[config.mk]
export PLATFORM = sky130hd
export DESIGN_NAME = ram_clear_seq
export DESIGN_NICKNAME = d
export VERILOG_FILES = /design/src/rtl/rcs_pkg.sv /design/src/rtl/rcs_ctrl.sv /design/src/rtl/rcs_datapath.sv /design/src/rtl/rcs_mem.sv /design/src/rtl/ram_clear_seq.sv
export SDC_FILE = /design/constraint.sdc
export NUM_CORES = 1
export LEC_CHECK = 0
export BUFFER_PORTS_ARGS = -buffer_cell sky130_fd_sc_hd__buf_2
export CORE_UTILIZATION = 60
export DETAILED_ROUTE_END_ITERATION = 10
export PLACE_DENSITY = 0.89
export SLEW_MARGIN = 10
export SYNTH_ARGS = -nofsm -noshare
export SYNTH_HDL_FRONTEND = slang
export SYNTH_SLANG_ARGS = --single-unit
[constraint.sdc]
create_clock -name clk -period 2.5 [get_ports clk]
set_input_delay 0.25 -clock clk [delete_from_list [all_inputs] [get_ports clk]]
set_output_delay 0.25 -clock clk [all_outputs]
set_load 0.05 [all_outputs]
[src/rtl/rcs_pkg.sv]
package rcs_pkg;
  typedef enum logic {ST_IDLE, ST_CLEAR} rcsState_t;

  typedef struct packed {
    logic capture;   // latch fill value
    logic cntClr;    // zero the sweep counter
    logic cntInc;    // advance the sweep counter
    logic selSweep;  // RAM port driven by the sweep
  } rcsStrobe_t;
endpackage

[src/rtl/rcs_ctrl.sv]
module rcs_ctrl
  import rcs_pkg::*;
(
  input  logic       clk,
  input  logic       rst,
  input  logic       clearReq,
  input  logic       lastAddr,
  output rcsStrobe_t strobe,
  output logic       busy
);
  rcsState_t state, stateNxt;

  always_comb begin
    stateNxt = state;
    case (state)
      ST_IDLE:  if (clearReq) stateNxt = ST_CLEAR;
      ST_CLEAR: if (lastAddr) stateNxt = ST_IDLE;
      default:  stateNxt = ST_IDLE;
    endcase
  end

  always_ff @(posedge clk) begin
    if (rst) state <= ST_IDLE;
    else     state <= stateNxt;
  end

  always_comb begin
    strobe = '0;
    if (!rst) begin
      case (state)
        ST_IDLE: begin
          strobe.capture = clearReq;
          strobe.cntClr  = clearReq;
        end
        ST_CLEAR: begin
          strobe.cntInc   = 1'b1;
          strobe.selSweep = 1'b1;
        end
        default: strobe = '0;
      endcase
    end
  end

  assign busy = (state == ST_CLEAR);

  p_start_r2: assert property (@(posedge clk) disable iff (rst)
    (!busy && clearReq) |=> busy);
  p_hold_r3: assert property (@(posedge clk) disable iff (rst)
    (busy && !lastAddr) |=> busy);
  p_end_r3: assert property (@(posedge clk) disable iff (rst)
    (busy && lastAddr) |=> !busy);
  p_no_restart_r8: assert property (@(posedge clk) disable iff (rst)
    busy |-> !strobe.capture);
endmodule

[src/rtl/rcs_datapath.sv]
module rcs_datapath
  import rcs_pkg::*;
#(
  parameter int DATA_W = 8,
  parameter int DEPTH  = 16,
  localparam int ADDR_W = $clog2(DEPTH)
) (
  input  logic              clk,
  input  logic              rst,
  input  rcsStrobe_t        strobe,
  input  logic [DATA_W-1:0] clearTo,
  input  logic [ADDR_W-1:0] usrAddr,
  input  logic [DATA_W-1:0] usrWrData,
  input  logic              usrWe,
  input  logic              usrRe,
  output logic [ADDR_W-1:0] ramAddr,
  output logic [DATA_W-1:0] ramWrData,
  output logic              ramWe,
  output logic              ramRe,
  output logic              lastAddr
);
  localparam logic [ADDR_W-1:0] LAST_ADDR = ADDR_W'(DEPTH - 1);

  logic [ADDR_W-1:0] sweepCnt;
  logic [DATA_W-1:0] fillReg;

  always_ff @(posedge clk) begin
    if (rst) begin
      sweepCnt <= '0;
      fillReg  <= '0;
    end else begin
      if (strobe.cntClr)
        sweepCnt <= '0;
      else if (strobe.cntInc)
        sweepCnt <= (sweepCnt == LAST_ADDR) ? '0 : sweepCnt + ADDR_W'(1);
      if (strobe.capture)
        fillReg <= clearTo;
    end
  end

  assign lastAddr = (sweepCnt == LAST_ADDR);

  // port selection multiplexer
  always_comb begin
    if (strobe.selSweep) begin
      ramAddr   = sweepCnt;
      ramWrData = fillReg;
      ramWe     = 1'b1;
      ramRe     = 1'b0;
    end else begin
      ramAddr   = usrAddr;
      ramWrData = usrWrData;
      ramWe     = usrWe;
      ramRe     = usrRe;
    end
  end

  p_fill_hold_r5: assert property (@(posedge clk) disable iff (rst)
    strobe.selSweep |=> $stable(fillReg));
  p_step_r4: assert property (@(posedge clk) disable iff (rst)
    (strobe.cntInc && !lastAddr) |=> (sweepCnt == $past(sweepCnt) + ADDR_W'(1)));
  p_block_wr_r6: assert property (@(posedge clk) disable iff (rst)
    (strobe.selSweep && usrWe) |-> (ramWrData == fillReg));
  p_block_rd_r7: assert property (@(posedge clk) disable iff (rst)
    (strobe.selSweep && usrRe) |-> !ramRe);
endmodule

[src/rtl/rcs_mem.sv]
module rcs_mem #(
  parameter int DATA_W = 8,
  parameter int DEPTH  = 16,
  localparam int ADDR_W = $clog2(DEPTH)
) (
  input  logic              clk,
  input  logic              rst,
  input  logic [ADDR_W-1:0] addr,
  input  logic [DATA_W-1:0] wrData,
  input  logic              we,
  input  logic              re,
  output logic [DATA_W-1:0] rdData
);
  logic [DATA_W-1:0] memArr [DEPTH];

  always_ff @(posedge clk) begin
    if (we) memArr[addr] <= wrData;
  end

  always_ff @(posedge clk) begin
    if (rst)     rdData <= '0;
    else if (re) rdData <= memArr[addr];
  end

  p_rd_hold_r7: assert property (@(posedge clk) disable iff (rst)
    !re |=> $stable(rdData));
endmodule

[src/rtl/ram_clear_seq.sv]
module ram_clear_seq
  import rcs_pkg::*;
#(
  parameter int DATA_W = 8,
  parameter int DEPTH  = 16,
  localparam int ADDR_W = $clog2(DEPTH)
) (
  input  logic              clk,
  input  logic              rst,
  input  logic              clearReq,
  input  logic [DATA_W-1:0] clearTo,
  input  logic [ADDR_W-1:0] usrAddr,
  input  logic [DATA_W-1:0] usrWrData,
  input  logic              usrWe,
  input  logic              usrRe,
  output logic [DATA_W-1:0] rdData,
  output logic              clearBusy
);
  rcsStrobe_t        strobe;
  logic              lastAddr;
  logic [ADDR_W-1:0] ramAddr;
  logic [DATA_W-1:0] ramWrData;
  logic              ramWe;
  logic              ramRe;

  rcs_ctrl ctrl_i (
    .clk(clk), .rst(rst), .clearReq(clearReq), .lastAddr(lastAddr),
    .strobe(strobe), .busy(clearBusy)
  );

  rcs_datapath #(.DATA_W(DATA_W), .DEPTH(DEPTH)) dp_i (
    .clk(clk), .rst(rst), .strobe(strobe), .clearTo(clearTo),
    .usrAddr(usrAddr), .usrWrData(usrWrData), .usrWe(usrWe), .usrRe(usrRe),
    .ramAddr(ramAddr), .ramWrData(ramWrData), .ramWe(ramWe), .ramRe(ramRe),
    .lastAddr(lastAddr)
  );

  rcs_mem #(.DATA_W(DATA_W), .DEPTH(DEPTH)) mem_i (
    .clk(clk), .rst(rst), .addr(ramAddr), .wrData(ramWrData),
    .we(ramWe), .re(ramRe), .rdData(rdData)
  );
endmodule

# --- Word level (Yosys, flattened, before mapping) ---
# Memories as Yosys holds them, arrays and structs flattened. A register that Yosys moved wholly into a read port is not among the register bits.
# Cells that the tools add are included.
op_classes:
  muxes: 13
  n_bitwise: 1
  reduce_logical: 1
  eq_ne: 1
  add_sub_neg: 1
ops:
  columns: ["cell", "count"]
  rows:
  - ["4-bit 2-to-1 mux", 3]
  - ["8-bit 2-to-1 mux", 1]
  - ["1-bit 2-to-1 mux", 6]
  - ["4-bit by 1-bit adder with 4-bit output, second input constant", 1]
  - ["4-bit equality test, second input constant", 1]
  - ["2-bit 2-to-1 mux", 2]
  - ["1-bit case mux with 2 select lines", 1]
  - ["2-bit OR reduction", 1]
  - ["1-bit inverter", 1]
word_totals:
  reg_bits: 13
  elab_cells: 21
  ram_bits: 128
  mem_count: 1
memory_table:
  columns: ["memory", "words", "width", "read_ports", "rd_ports_with_merged_regs", "wr", "line", "source"]
  rows:
  - ["mem_i.memArr", 16, 8, 1, 1, 1, "rcs_mem.sv:14", "logic [DATA_W-1:0] memArr [DEPTH];"]

# --- Longest topological paths before layout ---
# Gate-level depths: netlist of the first run.
logic_depth:
  word_depth: 5
  mapped_depth: 8

# --- Hierarchy ---
# From an unflattened synthesis of the first run, not the netlist that was laid out.
unflattened:
  hier_cells: 366
  area_unflattened_um2: 6034.5
by_module_without_submodules:
  columns: ["module", "area_each_um2", "cells_per_inst", "n_inst", "seq_area_each_um2"]
  rows:
  - ["rcs_mem", 5337.6, 296, 1, 4003.8]
  - ["rcs_datapath", 626.9, 62, 1, 240.2]
  - ["rcs_ctrl", 70.1, 8, 1, 20.0]

# --- Worst setup path before layout of the first run ---
# Ideal clock, no wire load.
synth_timing:
  path_type: "register to register"
  startpoint: "register ctrl_i.state, in the netlist ctrl_i.busy"
  endpoint: "memory mem_i.memArr[2][0] (enable)"
  path_stages_with_launch: 7
  setup_slack_ns: 0.145
  n_path_buf: 2
  synth_period_minus_slack_ns: 2.355
  setup_time_ns: 0.370
  t_arrival_ns: 1.985
  path_cell_list: "dfxtp_1 -> buf_2 -> and4bb_2 -> a31o_2 -> buf_2 -> o21ai_1 -> nor2_1"
synth_between:
  elab_chain_cells: 5
  word_cells_on_any_way: 6
  classes_between: "6 x mux"
synth_rtl:
  columns: ["element", "line", "source"]
  rows:
  - ["start: declaration", "rcs_ctrl.sv:11", "rcsState_t state, stateNxt;"]
  - ["start signal: assignment", "rcs_ctrl.sv:24", "else state <= stateNxt;"]
  - ["2-bit 2-to-1 mux (*)", "rcs_ctrl.sv:30", "case (state)"]
  - ["4-bit 2-to-1 mux (*)", "rcs_ctrl.sv:29", "if (!rst) begin"]
  - ["1-bit 2-to-1 mux", "rcs_datapath.sv:45", "if (strobe.selSweep) begin"]
  - ["1-bit 2-to-1 mux", "rcs_mem.sv:17", "if (we) memArr[addr] <= wrData;"]
  - ["1-bit 2-to-1 mux (not written as such)", "rcs_mem.sv:17", null]
  - ["end: declaration", "rcs_mem.sv:14", null]
# Every way passes the cells marked *; elsewhere a longest branch is shown, timed or not.

# --- Final worst setup path of the first run ---
layout_timing:
  startpoint: "register ctrl_i.state, in the netlist ctrl_i.busy"
  endpoint: "register mem_i.rdData[6], read port of mem_i.memArr"
layout_between:
  elab_chain_cells: 3
  word_cells_on_any_way: 4
  classes_between: "4 x mux"
layout_rtl:
  columns: ["element", "line", "source"]
  rows:
  - ["2-bit 2-to-1 mux (*)", "rcs_ctrl.sv:30", null]
  - ["4-bit 2-to-1 mux (*)", "rcs_ctrl.sv:29", null]
  - ["4-bit 2-to-1 mux / 1-bit 2-to-1 mux (equally long branches)", "rcs_datapath.sv:45", null]
  - ["end: declaration", "rcs_mem.sv:12", "output logic [DATA_W-1:0] rdData"]
# Marked as above.
# A chain may end at the register's enable or synchronous reset.

==> results of run 1 <==
-- routing by layer --
| layer | up-vias | GRT usage (%) |
|---|---|---|
| met5 | - | 0 |
| met4 | 0 | 17.2 |
| met3 | 57 | 7.03 |
| met2 | 351 | 47.8 |
| met1 | 1909 | 41.6 |
| li1 | 1728 | - |
-- cells in the final DEF (no fill, tap or decap), types with 2 or more instances in the layout --
master / count
clkbuf_8: 2
a21oi_1: 43
buf_12: 4
nand2b_1: 2
o21ai_1: 3
nor2_1: 28
nor2b_1: 2
o31ai_4: 2
clkinv_2: 2
clkinvlp_4: 2
bufinv_16: 3
clkbuf_16: 16
nor3b_1: 3
buf_2: 33
inv_6: 2
a31oi_1: 4
clkbuf_1: 3
a22oi_1: 64
nor4_1: 7
buf_4: 32
inv_1: 4
dlygate4sd3_1: 7
a211oi_1: 9
clkinv_4: 2
nand2_1: 43
edfxtp_1: 128
dfxtp_1: 21
-- cells in the mapped netlist (2+ instances only) --
cell,instances,area (um^2)
a211oi_1,9,67.6
a21oi_1,43,215
a22oi_1,64,480
a31oi_1,4,25.0
buf_2,12,60.1
buf_4,4,30.0
buf_6,2,22.5
buf_8,3,45.0
clkbuf_1,5,18.8
dfxtp_1,21,420
edfxtp_1,128,3840
inv_1,4,15.0
nand2_1,43,161
nand2b_1,2,12.5
nor2_1,28,105
nor2b_1,3,18.8
nor3b_1,3,22.5
nor4_1,8,50.1
o21ai_1,4,20.0
o31ai_4,2,42.5
-- worst max-delay path, delay by kind of cell, from the launching register on --
kind,cells,cell delay [ns]
AO/OA/AOI/OAI,4,1.83
flip-flops,1,0.31
AND/OR/NAND/NOR,2,0.28
-- metrics by stage --
stage | total power [uW] | hold WS [ns]
6_report | 5830 | 0.0600
5_1_grt | 5970 | 0.0460
4_1_cts | 5830 | 0.00890
3_5_place_dp | 3310 | 0.449
3_3_place_gp | 3290 | 0.444
2_1_floorplan | 3140 | 0.386
-- report_power, final --
part           internal [uW]  leakage [uW]  switching, uW
clock                   1550      0.000283            982
sequential              2780       0.00134           24.3
combinational            157      0.000789            340
total                   4490       0.00241           1350
-- kinds of logic (layout without fill, tap and decap cells) --
kind of cell | count (synthesis) | count (layout) | synth area share [%]
DFF | 149 | 149 | 73.4
AOI/OAI and AO/OA | 128 | 129 | 14.9
and+or+nand+nor | 94 | 94 | 7.43
buffers and inverters | 31 | 113 | 3.38
xor gates and xnor gates | 2 | 2 | 0.301
adders and majority gates | 1 | 1 | 0.215
muxes | 1 | 1 | 0.387
-- state kept, by name (all words and copies together) (netlist names) --
name and count:
mem_i.memArr 128, mem_i.rdData 8, ctrl_i.busy 1, dp_i.fillReg 8
dp_i.sweepCnt 4
-- worst min path at each step --
| stage | cells past startpoint | start | to |
|---|---|---|---|
| CTS | 3 | clearTo[6] | dp_i.fillReg[6] |
| floorplan | 2 | clearTo[0] | dp_i.fillReg[0] |
| detailed placement | 2 | dp_i.fillReg[4] | dp_i.fillReg[4] |
| global route | 3 | clearTo[6] | dp_i.fillReg[6] |
| global placement | 2 | dp_i.fillReg[2] | dp_i.fillReg[2] |
| finish | 3 | clearTo[6] | dp_i.fillReg[6] |
-- timing repair --
action / in CTS / in global routing
hold endpoints to repair: 7 / 0
endpoints found under the setup margin: 32 / 27
pin swaps: 0 / 1
gates resized for setup: 1 / 3
gates cloned: 0 / 1
hold buffers: 7 / 0
-- area by class of cell --
class                      count  area share [%]
clock buffer                  21            6.30
clock inverter                11            2.15
inverter                       4           0.215
multi-input combinational    227            19.8
sequential                   149            61.1
tap                          129            2.31
timing repair buffer          77            8.13
==> flow_metrics.py, run 1 <==
metrics = {
    "run_status": {
        "outcome": "complete, but fails checks",
        "violations": "negative setup slack",
    },
    "layout": {
        "fillers": 501,
        "area_delta_synth_final_pct": 20.0,
        "final_core_util_pct": 74.8,
        "multi_input_area_um2": 1380,
        "antenna_cells": 0,
        "layout.cells.non_filler": 618,
        "stdcell_area_um2": 6970,
        "nets": 502,
        "drive_gt1_share_pct": 22.3,
        "seq_area_um2": 4260,
    },
    "floorplanning": {
        "die_w_um": 100,
        "coreArea_um2": 9330,
        "die_y_um": 100,
        "rows": 35,
        "die_area_um2": 10100,
        "io_pins": 34,
        "start_util_pct": 62.3,
    },
    "synth": {
        "syn-num-nets": 432,
        "yosysSeqAreaShare_pct": 73.4,
        "yosys_most_used_dff": "edfxtp_1",
        "syn_avg_cell_area_um2": 14.3,
        "syn_area_um2": 5810,
        "syn_inst": 406,
        "ys_seq_elements": 149,
        "synth_edf_count": 128,
        "synth.distinct_cells": 34,
        "synth_warnings": 0,
        "async_flop_share_pct": 0,
    },
    "place": {
        "dpl_worst_slack_ns": -0.0252,
        "routabilityCongestion": 0.892,
        "placed_area_um2": 6290,
        "place_hpwl_um": 8760,
        "port_buffers": 33,
        "dp_cells": 578,
    },
    "setup_path": {
        "r2r_end": "mem_i.rdData[6]",
        "criticalPathCategory": "flop to flop",
        "cp_slowest_cell": "o31ai_2",
        "cp.required_ns": 2.94,
        "r2r_cells": 6,
        "cp.arrival_ns": 2.94,
        "path_cells": "nor2b_2 > o31ai_2 > a22oi_1 > a21oi_1 > nor4_1 > a211oi_1",
        "worstPathMaxFanout": 13,
        "r2r_setup_slack_ns": -0.007,
        "reg2reg_from": "ctrl_i.busy",
        "start_kind": "flop",
        "critical-path-max-stage-delay_ns": 1.06,
        "critPathCapture": "mem_i.rdData[6]",
        "cp-end-kind": "flop",
        "worstSetupStartpoint": "ctrl_i.busy",
    },
    "sta": {
        "hold_viol": 0,
        "setup_ws_ns": -0.00684,
        "fin_crit_sh_pct": 100,
        "finClkSkew_ns": 0.0136,
        "setup_viol": 3,
        "fmaxAchievable_mhz": 399,
        "period_needed_ns": 2.51,
        "slew_headroom_pct": 12.7,
        "grt_setup_unrepaired": "true",
        "tightest_slew_ns": 1.30,
        "setup_tns_ns": -0.0167,
        "slew_violations": 0,
    },
    "clocking": {
        "clk_path_buf_depth": 2,
        "htree_levels": 4,
        "cts_tree": "done",
        "cts_buffers": 17,
        "cts_sinks": 149,
        "path_clk_slew_ns": 0.06,
        "postCtsSetupBuffers": 0,
        "clock_latency_ns": 0.52,
        "root_buffer": "clkbuf_8",
    },
    "route": {
        "routed_wl_um": 15100,
        "wl_met3_um": 1770,
        "drt_iter0_markers": 628,
        "top_layer_used": "met4",
        "drc": 0,
        "via_count": 4045,
        "viasPerCell": 6.55,
        "firstDrtPassIters": 5,
        "wl_met2_um": 7200,
        "met1_length_um": 5440,
        "ant_nets": 0,
        "avgRoutedWirePerCell_um": 24.4,
    },
    "global_route": {
        "grt_pass1_wl_um": 22400,
        "antenna_found_initial": 0,
        "grt-ovfl-total": 0,
        "grt_max_degree": 28,
        "track_usage_pct": 31.1,
        "grt_pass1_vias": 3962,
    },
    "power": {
        "p_per_area_nw_per_um2": 836,
        "p_leak_uw": 0.00241,
        "peakVddDrop_uv": 480,
    },
    "hold_path": {
        "worstHoldPathType": "primary input to flop",
    },
    "flow_run": {
        "cap_violations": 0,
    },
}
Power figures use the tool's default switching activity.
==> run 2, diff against run 1 <==
Settings changed: CTS_CLUSTER_SIZE set to 24, PLACE_DENSITY 0.89 to unset, PLACE_DENSITY_LB_ADDON set to 0.12.
==> flow_metrics.py, run 2 (synthesized netlist as in run 1, its figures left out) <==
metrics = {
    "run_status": {
        "outcome": "finished clean",
    },
    "layout": {
        "final_common_cell": "edfxtp_1",
        "largest_reg_flops": 128,
        "reg_top3": "mem_i.memArr: 128 flops, dp_i.fillReg: 8 flops, mem_i.rdData: 8 flops",
        "nets": 493,
        "antenna_cells": 0,
        "largest_register": "mem_i.memArr",
        "drive_gt1_share_pct": 20.4,
        "final_cell_mix": "edfxtp_1 (128), a22oi_1 (64), nand2_1 (43), a21oi_1 (43), buf_2 (33)",
        "area_delta_synth_final_pct": 18.1,
    },
    "sta": {
        "finClkSkew_ns": 0.00746,
        "fin_crit_sh_pct": 94.2,
        "fmaxAchievable_mhz": 424,
        "grt_setup_unrepaired": "false",
        "hold_viol": 0,
        "setup_viol": 0,
        "tightest_slew_ns": 0.766,
        "hold_slack_ns": 0.0303,
        "setup_tns_ns": 0,
        "slew_headroom_pct": 48.8,
        "period_needed_ns": 2.36,
        "slew_violations": 0,
    },
    "global_route": {
        "track_usage_pct": 28.5,
        "grt-ovfl-total": 0,
        "antenna_found_initial": 0,
        "grt_pass1_vias": 3515,
        "grt_max_degree": 34,
        "grt_pass1_wl_um": 20100,
    },
    "setup_path": {
        "r2r_cells": 7,
        "r2r_setup_slack_ns": 0.14,
        "cp.required_ns": 2.87,
        "criticalPathCategory": "flop to flop",
        "critPathTopFamily": "compound AO/OA/AOI/OAI gates",
        "crit_buf_inv": 1,
        "critical-path-max-stage-delay_ns": 0.37,
        "cp.arrival_ns": 2.73,
        "cp-end-kind": "flop",
        "reg2reg_from": "ctrl_i.busy",
        "cp_slowest_cell": "dfxtp_1",
        "start_kind": "flop",
        "worstPathMaxFanout": 32,
        "path_cells": "nand2b_1 > a31o_2 > buf_4 > a22oi_1 > a21oi_1 > nor4_1 > a211oi_1",
        "r2r_end": "mem_i.rdData[4]",
    },
    "hold_path": {
        "holdPathEnd": "ctrl_i.busy",
        "worstHoldPathType": "primary input to flop",
        "hp-start": "clearReq",
        "hold_depth": 3,
    },
    "power": {
        "p_per_area_nw_per_um2": 825,
        "p_leak_uw": 0.00236,
        "peakVddDrop_uv": 527,
    },
    "clocking": {
        "cts_buffers": 17,
        "htree_levels": 4,
        "clk_path_buf_depth": 2,
        "root_buffer": "clkbuf_8",
        "clock_latency_ns": 0.52,
        "postCtsSetupBuffers": 0,
        "cts_tree": "done",
        "path_clk_slew_ns": 0.06,
        "cts_sinks": 149,
    },
    "route": {
        "firstDrtPassIters": 6,
        "via_count": 3762,
        "ant_nets": 0,
        "routed_wl_um": 13500,
        "drt_iter0_markers": 431,
        "drc": 0,
        "viasPerCell": 6.18,
        "avgRoutedWirePerCell_um": 22.2,
    },
    "floorplanning": {
        "io_pins": 34,
        "die_y_um": 100,
        "die_w_um": 100,
        "start_util_pct": 62.3,
        "coreArea_um2": 9330,
        "rows": 35,
        "die_area_um2": 10100,
    },
    "flow_run": {
        "cap_violations": 0,
    },
    "place": {
        "routabilityCongestion": 0.850,
        "place_hpwl_um": 8370,
        "port_buffers": 33,
    },
}
run 2: tightest hold or removal path, cell delays in order:
cell,delay (ns)
buf_2,0.11
nor2_1,0.06
nor2b_1,0.09
run 2: layout make-up:
| class | instances | area [um^2] |
|---|---|---|
| timing repair buffer | 69 | 480 |
| clock inverter | 6 | 37.5 |
| tap | 129 | 161 |
| fill | 597 | 2460 |
| inverter | 4 | 15.0 |
| sequential | 149 | 4260 |
| multi-input combinational | 226 | 1370 |
| clock buffer | 26 | 542 |
run 2: power breakdown:
group          leakage (uW)  switching, uW  internal (uW)
clock              0.000287            929           1480
combinational      0.000734            319            141
sequential          0.00134           23.4           2780
total               0.00236           1270           4390
run 2: layer usage:
layer,wire (um),GRT usage (%),share of wire (%),up-vias
met4,245,10.3,1.8,0
li1,-,-,-,1699
met3,1130,5.57,8.3,21
met1,5660,41.3,42,1840
met5,0,0,0,-
met2,6500,43.4,48,202
run 2: worst max path at each step:
stage / endpoint / from / cells past startpoint / slack, ns
6_report: mem_i.rdData[4] / ctrl_i.busy / 7 / 0.14
5_1_grt: mem_i.rdData[2] / ctrl_i.busy / 7 / 0.05
4_1_cts: mem_i.rdData[3] / ctrl_i.busy / 6 / 0.11
3_5_place_dp: mem_i.rdData[6] / rst / 7 / 0.11
3_3_place_gp: mem_i.rdData[6] / rst / 7 / 0.17
2_1_floorplan: mem_i.memArr[2][0] / ctrl_i.busy / 6 / 0.15
run 2: repair_timing:
action | 4_1_cts | 5_1_grt
gates resized for setup | 0 | 2
endpoints found under the setup margin | 0 | 4
endpoints found under the hold margin | 8 | 0
hold buffers | 8 | 0
run 2: metrics by stage:
stage          setup slack, ns  cell area (um^2)  total power [uW]  utilization [%]  instances
6_report                 0.144              6870              5670             73.6        609
5_1_grt                 0.0450              6870              5810             73.6        609
4_1_cts                  0.114              6850              5680             73.5        609
3_5_place_dp             0.111              6190              3290             66.4        569
3_3_place_gp             0.172              6190              3280             66.4        569
2_1_floorplan            0.145              5810              3140                -        406
